**src/rtl/sflash_cmd_front.sv**
```systemverilog
module sflash_cmd_front #(
  parameter int RSV_W     = 6,
  parameter int PAGE_W    = 9,
  parameter int BYTE_W    = 9,
  parameter int RD_DUMMY  = 32,
  parameter int BUF_DUMMY = 8
) (
  input  logic              clk,
  input  logic              rst_n,
  input  logic              sck,
  input  logic              cs_n,
  input  logic              si,
  output logic              so,
  output logic              so_oe,
  input  logic [7:0]        status_in,
  input  logic [7:0]        rd_data,
  output logic              rd_take,
  output logic [3:0]        cmd_code,
  output logic [PAGE_W-1:0] page_addr,
  output logic [BYTE_W-1:0] byte_addr,
  output logic              data_start,
  output logic              commit,
  output logic              wr_valid,
  output logic [7:0]        wr_data
);

  localparam int ADDR_W  = RSV_W + PAGE_W + BYTE_W;
  localparam int CNT_MAX = (ADDR_W > RD_DUMMY) ? ADDR_W : RD_DUMMY;
  localparam int CNT_W   = $clog2(CNT_MAX + 1);

  localparam logic [3:0] C_NONE = 4'd0,  C_STAT = 4'd1,  C_CONT = 4'd2,  C_PGRD = 4'd3;
  localparam logic [3:0] C_BFRD = 4'd4,  C_BFWR = 4'd5,  C_PGME = 4'd6,  C_PGMN = 4'd7;
  localparam logic [3:0] C_PGER = 4'd8,  C_BKER = 4'd9,  C_WRPG = 4'd10, C_XFER = 4'd11;
  localparam logic [3:0] C_CMPR = 4'd12, C_RWRT = 4'd13;

  typedef enum logic [2:0] {S_IDLE, S_OPC, S_ADDR, S_DUMMY, S_DATA, S_HOLD, S_SKIP} st_t;
  st_t st;

  function automatic logic [3:0] classify(input logic [7:0] op);
    case (op)
      8'h57, 8'hD7: classify = C_STAT;
      8'h68, 8'hE8: classify = C_CONT;
      8'h52, 8'hD2: classify = C_PGRD;
      8'h54, 8'hD4: classify = C_BFRD;
      8'h84:        classify = C_BFWR;
      8'h83:        classify = C_PGME;
      8'h88:        classify = C_PGMN;
      8'h81:        classify = C_PGER;
      8'h50:        classify = C_BKER;
      8'h82:        classify = C_WRPG;
      8'h53:        classify = C_XFER;
      8'h60:        classify = C_CMPR;
      8'h58:        classify = C_RWRT;
      default:      classify = C_NONE;
    endcase
  endfunction

  logic [2:0]        sck_s, cs_s;
  logic [1:0]        si_s;
  logic [CNT_W-1:0]  cnt;
  logic [ADDR_W-1:0] sh;
  logic [2:0]        ocnt;
  logic [7:0]        osh;

  wire sck_rise = sck_s[1] & ~sck_s[2];
  wire sck_fall = ~sck_s[1] & sck_s[2];
  wire cs_fall  = ~cs_s[1] & cs_s[2];
  wire cs_rise  = cs_s[1] & ~cs_s[2];

  wire [ADDR_W-1:0] sh_nx   = {sh[ADDR_W-2:0], si_s[1]};
  wire [3:0]        op_cls  = classify(sh_nx[7:0]);
  wire [PAGE_W-1:0] pg_fld  = sh_nx[BYTE_W +: PAGE_W];
  wire [BYTE_W-1:0] by_fld  = sh_nx[BYTE_W-1:0];

  wire is_rd  = (cmd_code == C_STAT) || (cmd_code == C_CONT) ||
                (cmd_code == C_PGRD) || (cmd_code == C_BFRD);
  wire is_wr  = (cmd_code == C_BFWR) || (cmd_code == C_WRPG);
  wire is_arr = (cmd_code >= C_PGME) && (cmd_code <= C_RWRT);
  wire [CNT_W-1:0] dummy_last = (cmd_code == C_BFRD) ? CNT_W'(BUF_DUMMY - 1)
                                                      : CNT_W'(RD_DUMMY - 1);
  wire [7:0] out_byte = (cmd_code == C_STAT) ? status_in : rd_data;

  always_ff @(posedge clk or negedge rst_n) begin
    if (!rst_n) begin
      sck_s <= '0; cs_s <= '1; si_s <= '0;
      st <= S_IDLE; cnt <= '0; sh <= '0; ocnt <= '0; osh <= '0;
      so <= 1'b0; so_oe <= 1'b0; rd_take <= 1'b0;
      cmd_code <= C_NONE; page_addr <= '0; byte_addr <= '0;
      data_start <= 1'b0; commit <= 1'b0; wr_valid <= 1'b0; wr_data <= '0;
    end else begin
      sck_s <= {sck_s[1:0], sck};
      cs_s  <= {cs_s[1:0], cs_n};
      si_s  <= {si_s[0], si};
      data_start <= 1'b0; commit <= 1'b0; wr_valid <= 1'b0; rd_take <= 1'b0;
      if (cs_rise) begin
        if (st == S_HOLD || (st == S_DATA && cmd_code == C_WRPG)) commit <= 1'b1;
        st <= S_IDLE; so_oe <= 1'b0;
      end else if (cs_fall) begin
        st <= S_OPC; cnt <= '0; sh <= '0; ocnt <= '0;
        cmd_code <= C_NONE; so_oe <= 1'b0;
      end else if (sck_rise) begin
        case (st)
          S_OPC: begin
            sh <= sh_nx; cnt <= cnt + 1'b1;
            if (cnt == CNT_W'(7)) begin
              cnt <= '0; cmd_code <= op_cls;
              if (op_cls == C_STAT) begin
                st <= S_DATA; data_start <= 1'b1;
              end else if (op_cls == C_NONE) st <= S_SKIP;
              else st <= S_ADDR;
            end
          end
          S_ADDR: begin
            sh <= sh_nx; cnt <= cnt + 1'b1;
            if (cnt == CNT_W'(ADDR_W - 1)) begin
              cnt <= '0;
              case (cmd_code)
                C_BFRD, C_BFWR: begin page_addr <= '0; byte_addr <= by_fld; end
                C_BKER: begin
                  page_addr <= {pg_fld[PAGE_W-1:3], 3'b000}; byte_addr <= '0;
                end
                C_CONT, C_PGRD, C_WRPG: begin page_addr <= pg_fld; byte_addr <= by_fld; end
                default: begin page_addr <= pg_fld; byte_addr <= '0; end
              endcase
              if (cmd_code == C_CONT || cmd_code == C_PGRD || cmd_code == C_BFRD)
                st <= S_DUMMY;
              else if (is_wr) begin
                st <= S_DATA; data_start <= 1'b1;
              end else st <= S_HOLD;
            end
          end
          S_DUMMY: begin
            cnt <= cnt + 1'b1;
            if (cnt == dummy_last) begin
              cnt <= '0; st <= S_DATA; data_start <= 1'b1;
            end
          end
          S_DATA: if (is_wr) begin
            sh <= sh_nx; cnt <= cnt + 1'b1;
            if (cnt == CNT_W'(7)) begin
              cnt <= '0; wr_valid <= 1'b1; wr_data <= sh_nx[7:0];
            end
          end
          default: ;
        endcase
      end else if (sck_fall && st == S_DATA && is_rd) begin
        so_oe <= 1'b1;
        ocnt  <= ocnt + 1'b1;
        if (ocnt == 3'd0) begin
          so <= out_byte[7]; osh <= {out_byte[6:0], 1'b0};
          rd_take <= (cmd_code != C_STAT);
        end else begin
          so <= osh[7]; osh <= {osh[6:0], 1'b0};
        end
      end
    end
  end

  p_oe_idle_r10: assert property (@(posedge clk) disable iff (!rst_n)
    cs_s[2] |-> !so_oe);
  p_commit_arr_r7: assert property (@(posedge clk) disable iff (!rst_n)
    commit |-> (cs_s[2] && is_arr));
  p_skip_quiet_r8: assert property (@(posedge clk) disable iff (!rst_n)
    (st == S_SKIP) |=> (!data_start && !wr_valid && !commit));
  p_start_gap_r6: assert property (@(posedge clk) disable iff (!rst_n)
    data_start |=> !data_start);
  p_wr_gap_r12: assert property (@(posedge clk) disable iff (!rst_n)
    wr_valid |=> !wr_valid);
  p_take_rd_r11: assert property (@(posedge clk) disable iff (!rst_n)
    rd_take |-> (so_oe && cmd_code != C_STAT));
  p_block_align_r5: assert property (@(posedge clk) disable iff (!rst_n)
    (commit && cmd_code == C_BKER) |-> (page_addr[2:0] == 3'b000));

endmodule

```
**config.mk**
```make
export PLATFORM = sky130hd
export DESIGN_NAME = sflash_cmd_front
export DESIGN_NICKNAME = d
export VERILOG_FILES = /design/src/rtl/sflash_cmd_front.sv
export SDC_FILE = /design/constraint.sdc
export NUM_CORES = 1
export LEC_CHECK = 0
export ABC_AREA = 1
export CAP_MARGIN = 20
export CORE_MARGIN = 2
export CORE_UTILIZATION = 59
export CTS_CLUSTER_DIAMETER = 60
export CTS_CLUSTER_SIZE = 20
export DETAILED_ROUTE_END_ITERATION = 8
export GPL_TIMING_DRIVEN = 0
export PLACE_DENSITY = 0.88
export SYNTH_ARGS = -nofsm -noshare
export SYNTH_HDL_FRONTEND = slang
export SYNTH_SLANG_ARGS = --single-unit
```
**constraint.sdc**
```tcl
create_clock -name clk -period 4.84 [get_ports clk]
set_input_delay 0.726 -clock clk [delete_from_list [all_inputs] [get_ports clk]]
set_output_delay 0.726 -clock clk [all_outputs]
set_load 0.03 [all_outputs]
```
### After elaboration in Yosys (flattened, before gate mapping)

Index checks and enable logic that the tools add are counted.
Widths: inputs -> output; s select.

| word-level totals | value |
|---|---|
| register bits | 81 |
| word-level logic and storage cells | 171 |
| input bits | 21 |

| cells by class | value |
|---|---|
| $add $sub $neg | 2 |
| reduce and logical (&&, ||, !) cells | 37 |
| bitwise operators | 11 |
| mux-type cells | 63 |
| equal/unequal tests | 40 |

Operators by type and width:

| operator | count |
|---|---|
| $eq 8x8->1 const B | 9 |
| $eq 8x7->1 const B | 8 |
| $pmux 4 s13 | 1 |
| $mux 17 | 3 |
| $mux 3 | 12 |
| $mux 6 | 6 |
| $pmux 17 s2 | 1 |
| $mux 1 | 28 |
| $pmux 6 s4 | 1 |
| $pmux 9 s2 | 1 |
| $mux 4 | 4 |
| $mux 8 | 2 |
| $reduce_and 4->1 | 4 |
| $ne 4x4->1 const B | 3 |
| $reduce_or 2->1 | 6 |
| $reduce_and 5->1 | 2 |
| $reduce_bool 5->1 | 2 |
| $mux 9 | 1 |
| $pmux 3 s3 | 1 |
| $reduce_bool 3->1 | 3 |
| $eq 4x1->1 const B | 2 |
| $eq 4x2->1 const B | 2 |
| $eq 4x3->1 const B | 2 |
| $eq 4x4->1 const B | 2 |
| 25 further kinds | 47 |

### Longest topological paths before layout

Gate-level depths: netlist of run 1.

| logic depth | value |
|---|---|
| depth in word-level cells | 11 |
| depth in mapped cells | 13 |

### Worst setup path before layout of run 1

Ideal clock, no wire load.

| timing | value |
|---|---|
| path type | register to register |
| from | reg cs_s[1] |
| to | reg cnt[4] |
| data required time | 4713 ps |
| buffers on the path | 0 |
| setup slack | 3174 ps |
| cell stages (with the launch flop) | 11 |
| arrival | 1539 ps |
| path through | dfstp_2 > inv_1 > ha_1 > inv_1 > nand2_1 > nand2_1 > inv_1 > nand3_1 > inv_2 > nand3_1 > o21ai_0 |

| between the ends | value |
|---|---|
| cells in the longest elaborated chain, start to end | 4 |
| elaborated cells between the ends (all ways) | 9 |

RTL lines:

| item | RTL line | text |
|---|---|---|
| from (decl) | 58 | `logic [2:0] sck_s, cs_s;` |
| from (signal assigned) | 92 | `cs_s <= {cs_s[1:0], cs_n};` |
| $not 1->1 | 67 | `wire cs_fall = ~cs_s[1] & cs_s[2];` |
| $and 1x1->1 | 67 |  |
| $ne 3x3->1 (no line) (tied with other cells) | - |  |
| $reduce_and 4->1 (no line) | - |  |
| to (signal assigned) | 104 | `sh <= sh_nx; cnt <= cnt + 1'b1;` |
| to (signal assigned) | 114 | `sh <= sh_nx; cnt <= cnt + 1'b1;` |
| to (signal assigned) | 133 | `cnt <= cnt + 1'b1;` |
| to (decl) | 60 | `logic [CNT_W-1:0] cnt;` |

Parallel ways exist; a longest one is shown, timed or not.
A chain may end at the register's enable or synchronous reset.

### Final worst setup path of run 1

| timing | value |
|---|---|
| from | reg cmd_code[3] |
| to | out cmd_code[3] |

RTL lines:

| item | RTL line | text |
|---|---|---|
| from (decl) | 18 | `output logic [3:0] cmd_code,` |
| from (signal assigned) | 88 | `cmd_code <= C_NONE; page_addr <= '0; byte_addr <= '0;` |
| from (signal assigned) | 100 | `cmd_code <= C_NONE; so_oe <= 1'b0;` |
| from (signal assigned) | 106 | `cnt <= '0; cmd_code <= op_cls;` |

No word-level cell between the ends.

==> flow_summary.yaml, run 1 <==
status:
  status: "completed"
detailed_routing:
  drc: 0
  top_layer_used: "met4"
  wl_met2_mm: 4.31
  viasPerCell: 5.52
  first_pass_iters: 7
  wl_met3_um: 563
  m1WireLength_mm: 3.86
  wire_per_inst_um: 14.1
  drt-total-wl_mm: 8.95
  drt-initial-drc-count: 227
  vias: 3496
  ant_nets: 0
setup_path:
  critPathLaunchType: "register"
  crit_chain: "clkdlybuf4s50_1"
  path_class: "register to output pin"
  crit_slowest_cell: "clkdlybuf4s50_1"
  slowest_delay_ps: 730
  critPathRequiredTime_ps: 4110
  cp.arrival_ps: 1540
  cp_top_family: "buffers and inverters"
  worstPathMaxFanout: 6
  worstPathBufferInverterCount: 1
  worstSetupEndpointType: "output pin"
floorplanning:
  die_w_um: 85.6
  die_height_um: 85.6
  num_rows: 29
  io_pins: 57
  core_mm2: 0.00639
  initial_core_util_pct: 61.6
  dieArea_mm2: 0.00733
sta:
  fin_setup_tns_ps: 0
  slew_headroom_pct: 64.9
  fin_crit_ps: 2260
  fmax_ghz: 0.442
  post-route-period-util_pct: 46.8
  hold_viol: 0
  setup_viol: 0
  report.final.slew_viol_count: 0
  worst_pin_slew_ps: 513
  fin_skew_ps: 11.0
  fin_ws_ps: 2580
  rsz0062_at_grt: "false"
cts:
  clockBufferDepth: 2
  cts-root-buf: "clkbuf_8"
  clk_pin_slew_ps: 80
  hold_buffers: 0
  cts_tree: "done"
  postCtsSetupBuffers: 0
  cts_made_buffers: 9
  clock_latency_ps: 350
  cts.sinks: 80
  cts-resized-gates: 0
  htreeDepth: 3
finish:
  syn_to_final_growth_pct: 22.1
  layout_commonest_cell: "nand2_1"
  diodes: 0
  drive_gt1_share_pct: 9.53
  final_cell_mix: "nand2_1 (144), dfrtp_1 (77), clkdlybuf4s50_1 (55), inv_1 (50), nor2_1 (43)"
  fillerInstances: 466
  final_nets: 578
global_routing:
  grt_pass1_vias: 3378
  grt_pass1_wl_mm: 15.1
  track_usage_pct: 26.0
  antenna_found_initial: 0
  grt_overflow: 0
  grt_start_max_net_pins: 48
hold_path:
  hp-class: "input pin to async pin"
yosys:
  syn_inst: 484
  postSynthAreaPerCell_um2: 8.13
  synth_seq_cells: 80
  synth_cell_types: 37
  ys_seq_area_share_pct: 51.0
  synth_area_mm2: 0.00393
  ys_warn_count: 0
  synthesis.nets: 510
placed_design:
  dpl_worst_slack_ps: 2860
  io_buffers: 56
  dpl.hpwl_mm: 6.46
  gp_routability_congestion: 0.907
power:
  pwr_density_cell_mw_per_mm2: 316
  p_leak_nw: 2.24
  vdd_ir_drop_max_v: 0.000269
flow_run:
  cap_violations: 0
-- state kept, by name, summed over array words and instances (netlist names), 2 cells and up --
register	flops
ocnt	3
page_addr	9
sck_s	3
byte_addr	9
cs_s	3
sh	17
osh	7
si_s	2
cnt	6
cmd_code	4
st	3
wr_data	8
-- worst reg2reg max path, cell delays in order, from the launching register on --
cell     delay, ps
dfstp_2        540
ha_1           280
inv_1          170
nand2_1        140
nand2_1         80
inv_1          110
nand3_1        240
inv_2          180
nand2_1         80
a21oi_1        120
-- synthesized netlist by cell type --
cell       count  share of area, %
o21ai_0       39               5.0
a41oi_1        1              0.22
nand4_1        5              0.80
nor4_4         1              0.54
o22ai_1       10               1.6
a21oi_1        5              0.64
buf_6          2              0.57
buf_2          4              0.51
clkbuf_1       3              0.29
nand4_2        1              0.32
buf_4          1              0.19
nand3_4        1              0.45
or2_2          1              0.16
o2111ai_1      1              0.22
nor3_2         1              0.25
inv_1         50               4.8
a2111oi_0      1              0.22
dfrtp_1       77                49
xor2_1         2              0.45
o21ai_1       25               3.2
inv_2          4              0.38
nor2_2         3              0.48
nand3_1       29               3.7
nand3b_1       1              0.19
nor3_1         2              0.25
o31ai_2        1              0.32
nor3b_1        1              0.19
nor2_1        43               4.1
ha_1           5               1.6
nand2_1      144                14
nand2_2        1              0.16
nor2_4         3              0.86
nand3_2        1              0.25
dfstp_2        3               2.0
o21ai_2        9               2.0
clkbuf_2       1              0.13
a31oi_1        2              0.32
-- through the flow --
| step | area (um2) | power (mW) | util, % | hold WS (ps) | cells |
|---|---|---|---|---|---|
| floorplan | 3930 | 0.954 | - | 331 | 484 |
| global placement | 4590 | 1.03 | 71.9 | 335 | 617 |
| detailed placement | 4610 | 1.04 | 72.3 | 335 | 618 |
| CTS | 4800 | 1.52 | 75.2 | 325 | 633 |
| global route | 4800 | 1.59 | 75.2 | 340 | 633 |
| finish | 4800 | 1.52 | 75.2 | 310 | 633 |
-- cells by family after synthesis --
kind of cell	after synthesis	synth area share [%]
DFF	80	51.0
AOI/OAI and AO/OA	94	13.7
xor gates and xnor gates	2	0.446
and+or+nand+nor	238	26.4
buffers and inverters	65	6.84
adders and majority gates	5	1.59
-- final cells by class --
cell class                      count  area [um2]  share of cell area [%]
Tap cell                           77        96.3                    2.01
Timing Repair Buffer               57         586                    12.2
Inverter                           54         203                    4.22
Clock inverter                      3        42.5                   0.886
Sequential cell                    80        2010                    41.8
Clock buffer                       12         145                    3.02
Buffer                             11        66.3                    1.38
Multi-Input combinational cell    339        1660                    34.5
-- worst paths after layout --
path                            depth (start not counted)               startpoint  slack (ps)                        to
worst max-delay path                                    1  cmd_code[3]$_DFFE_PN0P_        2580               cmd_code[3]
worst min-delay path                                    1                    rst_n         310  page_addr[7]$_DFFE_PN0P_
worst max register to register                          9        cs_s[2]$_DFF_PN1_        2840        cnt[2]$_DFFE_PN0P_
worst min register to register                          0       sck_s[0]$_DFF_PN0_         350        sck_s[1]$_DFF_PN0_
max in group asynchronous                               2                    rst_n        3960        cnt[0]$_DFFE_PN0P_
min in group clk                                        0       sck_s[0]$_DFF_PN0_         350        sck_s[1]$_DFF_PN0_
-- layer usage --
metal | vias to the layer above | GRT usage (%)
met3 | 19 | 5.39
met2 | 128 | 42.3
met5 | - | 0
li1 | 1714 | -
met1 | 1635 | 34.4
met4 | 0 | 10.5
-- power breakdown --
part / internal (mW) / total, mW / switching, mW
logic: 0.0885 / 0.265 / 0.177
clock network: 0.249 / 0.479 / 0.230
registers: 0.714 / 0.774 / 0.0600
No activity file was read; power rests on OpenSTA's default activity.
==> run 2, diff against run 1 <==
--- a/config.mk
+++ b/config.mk
@@ -8,12 +8,12 @@
 export ABC_AREA = 1
 export CAP_MARGIN = 20
 export CORE_MARGIN = 2
-export CORE_UTILIZATION = 59
+export CORE_UTILIZATION = 49
 export CTS_CLUSTER_DIAMETER = 60
 export CTS_CLUSTER_SIZE = 20
 export DETAILED_ROUTE_END_ITERATION = 8
 export GPL_TIMING_DRIVEN = 0
-export PLACE_DENSITY = 0.88
+export PLACE_DENSITY = 0.78
 export SYNTH_ARGS = -nofsm -noshare
 export SYNTH_HDL_FRONTEND = slang
 export SYNTH_SLANG_ARGS = --single-unit
==> constraint.sdc (replaced) <==
create_clock -name clk -period 2 [get_ports clk]
set_input_delay 0.3 -clock clk [delete_from_list [all_inputs] [get_ports clk]]
set_output_delay 0.3 -clock clk [all_outputs]
set_load 0.03 [all_outputs]
==> run 2 against run 1 <==
Compared with the run above:
- cell area increased by 2.0%
- worst hold slack improved by 40 ps
- clock skew increased by 1.5 ps
- core utilization decreased by 12 points
- non-clock buffer count increased by 1
- final cell count increased by 4.3%
- highest routed layer unchanged
- register-to-register slack got worse by 2700 ps
- routed wire length decreased by 1.4%
==> flow_summary.yaml, run 2 (synthesized netlist as in run 1, its figures left out) <==
finish:
  instances_no_fill: 660
  top_regs: "sh: 17 flops, byte_addr: 9 flops, page_addr: 9 flops"
  largest_register_ff_count: 17
  layout.area.seq_mm2: 0.00201
  layout_commonest_cell: "nand2_1"
  final_nets: 579
  syn_to_final_growth_pct: 24.5
  diodes: 0
  fillerInstances: 661
  top_register: "sh"
  multi_input_area_mm2: 0.00167
  final_cell_mix: "nand2_1 (144), dfrtp_1 (77), clkdlybuf4s50_1 (55), inv_1 (50), nor2_1 (42)"
  drive_gt1_share_pct: 10.6
setup_path:
  crit_slowest_cell: "dfstp_2"
  cp.arrival_ps: 2140
  worstPathMaxFanout: 10
  critPathLaunchType: "register"
  cp_top_family: "flip-flops"
  slowest_delay_ps: 550
  worstPathBufferInverterCount: 5
  worstSetupEndpointType: "register"
  cpMostUsedCell: "inv_1"
  path_class: "register to register"
  crit_chain: "inv_1, ha_2, inv_1, nand2_1, nand2_1, inv_1, nand3_2, inv_2, buf_6, nand3_1, o21ai_0"
  critPathRequiredTime_ps: 2240
power:
  comb_power_share_pct: 16.8
  swShare_pct: 30.6
  p_seq_share_pct: 48.3
  vdd_ir_drop_max_v: 0.000403
  pwr_density_cell_mw_per_mm2: 791
  p_leak_nw: 2.27
  power_frac_clock_pct: 34.9
  fin_total_pwr_mw: 3.87
  intPower_mw: 2.69
  switching_power_mw: 1.18
cts:
  clock_latency_ps: 350
  cts_made_buffers: 9
  clk_pin_slew_ps: 90
  cts_tree: "done"
  postCtsSetupBuffers: 0
  htreeDepth: 3
  cts.sinks: 80
  clockBufferDepth: 2
  cts-root-buf: "clkbuf_8"
placed_design:
  io_buffers: 56
  dpl.hpwl_mm: 6.51
  dp.cells: 643
  dpl_worst_slack_ps: 17.7
  gp_routability_congestion: 0.978
sta:
  fin_crit_ps: 1900
  hold_viol: 0
  fin_setup_tns_ps: 0
  fmax_ghz: 0.526
  worst_pin_slew_ps: 475
  fin_ws_ps: 98.9
  holdWs_ps: 350
  rsz0062_at_grt: "false"
  setup_viol: 0
  post-route-period-util_pct: 95.1
  report.final.slew_viol_count: 0
  slew_headroom_pct: 68.3
  fin_skew_ps: 12.5
global_routing:
  track_usage_pct: 21.5
  grt_pass1_vias: 3332
  grt_overflow: 0
  antenna_found_initial: 0
  grt_start_max_net_pins: 57
  grt_pass1_wl_mm: 14.9
detailed_routing:
  drt-initial-drc-count: 180
  viasPerCell: 5.23
  drc: 0
  first_pass_iters: 4
  wire_per_inst_um: 13.4
  drt-total-wl_mm: 8.82
  vias: 3452
  ant_nets: 0
floorplanning:
  die_w_um: 93.6
  num_rows: 32
  dieArea_mm2: 0.00876
  initial_core_util_pct: 50.6
  io_pins: 57
  core_mm2: 0.00777
  die_height_um: 93.6
flow_run:
  cap_violations: 0
hold_path:
  hp-class: "register to register"
status:
  status: "completed"
run 2: cell types whose count changed in the layout (fill, tap and decap cells not counted), sizes merged:
cell         change
inv              +1
dlygate4sd3      +1
bufinv           +1
clkinv           +1
clkbuf           -1
buf              -1
run 2: path summary, 6_finish.rpt:
check                                   startpoint                       end  slack (ps)  depth (start not counted)
worst max-delay path             cs_s[1]$_DFF_PN1_         sh[5]$_DFFE_PN0P_         100                         11
worst min-delay path            sck_s[0]$_DFF_PN0_        sck_s[1]$_DFF_PN0_         350                          0
worst max register to register   cs_s[1]$_DFF_PN1_         sh[5]$_DFFE_PN0P_         100                         11
worst min register to register  sck_s[0]$_DFF_PN0_        sck_s[1]$_DFF_PN0_         350                          0
max in group asynchronous                    rst_n         cs_s[2]$_DFF_PN1_         970                          3
min in group asynchronous                    rst_n  byte_addr[5]$_DFFE_PN0P_         390                          2
run 2: worst register-to-register path, delay by kind of cell (launching register included):
kind,cells,cell delay (ps)
DFF,1,550
buffers and inverters,5,540
AOI/OAI and AO/OA,1,100
and+or+nand+nor,4,400
adders and majority gates,1,210
run 2: per-stage QoR:
| stage | utilization [%] | cell area, um2 |
|---|---|---|
| finish | 63.0 | 4900 |
| global route | 63.0 | 4900 |
| CTS | 62.9 | 4880 |
| detailed placement | 59.8 | 4650 |
| global placement | 59.5 | 4620 |
| floorplan | - | 3930 |
run 2: power groups by stage:
| stage | Clock [mW] | Combinational [mW] | Sequential (mW) |
|---|---|---|---|
| after global placement | 0 | 0.605 | 1.89 |
| after floorplan | 0 | 0.450 | 1.86 |
| final | 1.35 | 0.651 | 1.87 |
| after detailed placement | 0 | 0.636 | 1.90 |
| after global routing | 1.45 | 0.734 | 1.88 |
| after CTS | 1.37 | 0.644 | 1.86 |
run 2: repair_timing:
action / CTS / global route
hold buffers: 1 / 0
endpoints found under the setup margin: 0 / 24
gates resized for setup: 0 / 4
endpoints found under the hold margin: 24 / 0
run 2: cell type report:
type	count	area share (%)
buffer	11	1.41
tap	102	2.61
inverter	54	4.14
clock inverter	6	1.84
sequential	80	41.0
timing repair buffer	58	12.2
clock buffer	10	2.81
multi-input combinational	339	34.1
run 2: layer usage:
layer	global-route usage, %	wire length [um]
met5	0	0
met4	7.00	133
met3	4.35	421
met2	33.8	4160
met1	30.1	4110
==> run 3, diff against run 2 <==
--- a/config.mk
+++ b/config.mk
@@ -6,6 +6,7 @@
 export NUM_CORES = 1
 export LEC_CHECK = 0
 export ABC_AREA = 1
+export ABC_CLOCK_PERIOD_IN_PS = 2000
 export CAP_MARGIN = 20
 export CORE_MARGIN = 2
 export CORE_UTILIZATION = 49
==> results of run 3 <==
Final layout, timing and power as in run 2 (identical DEF).
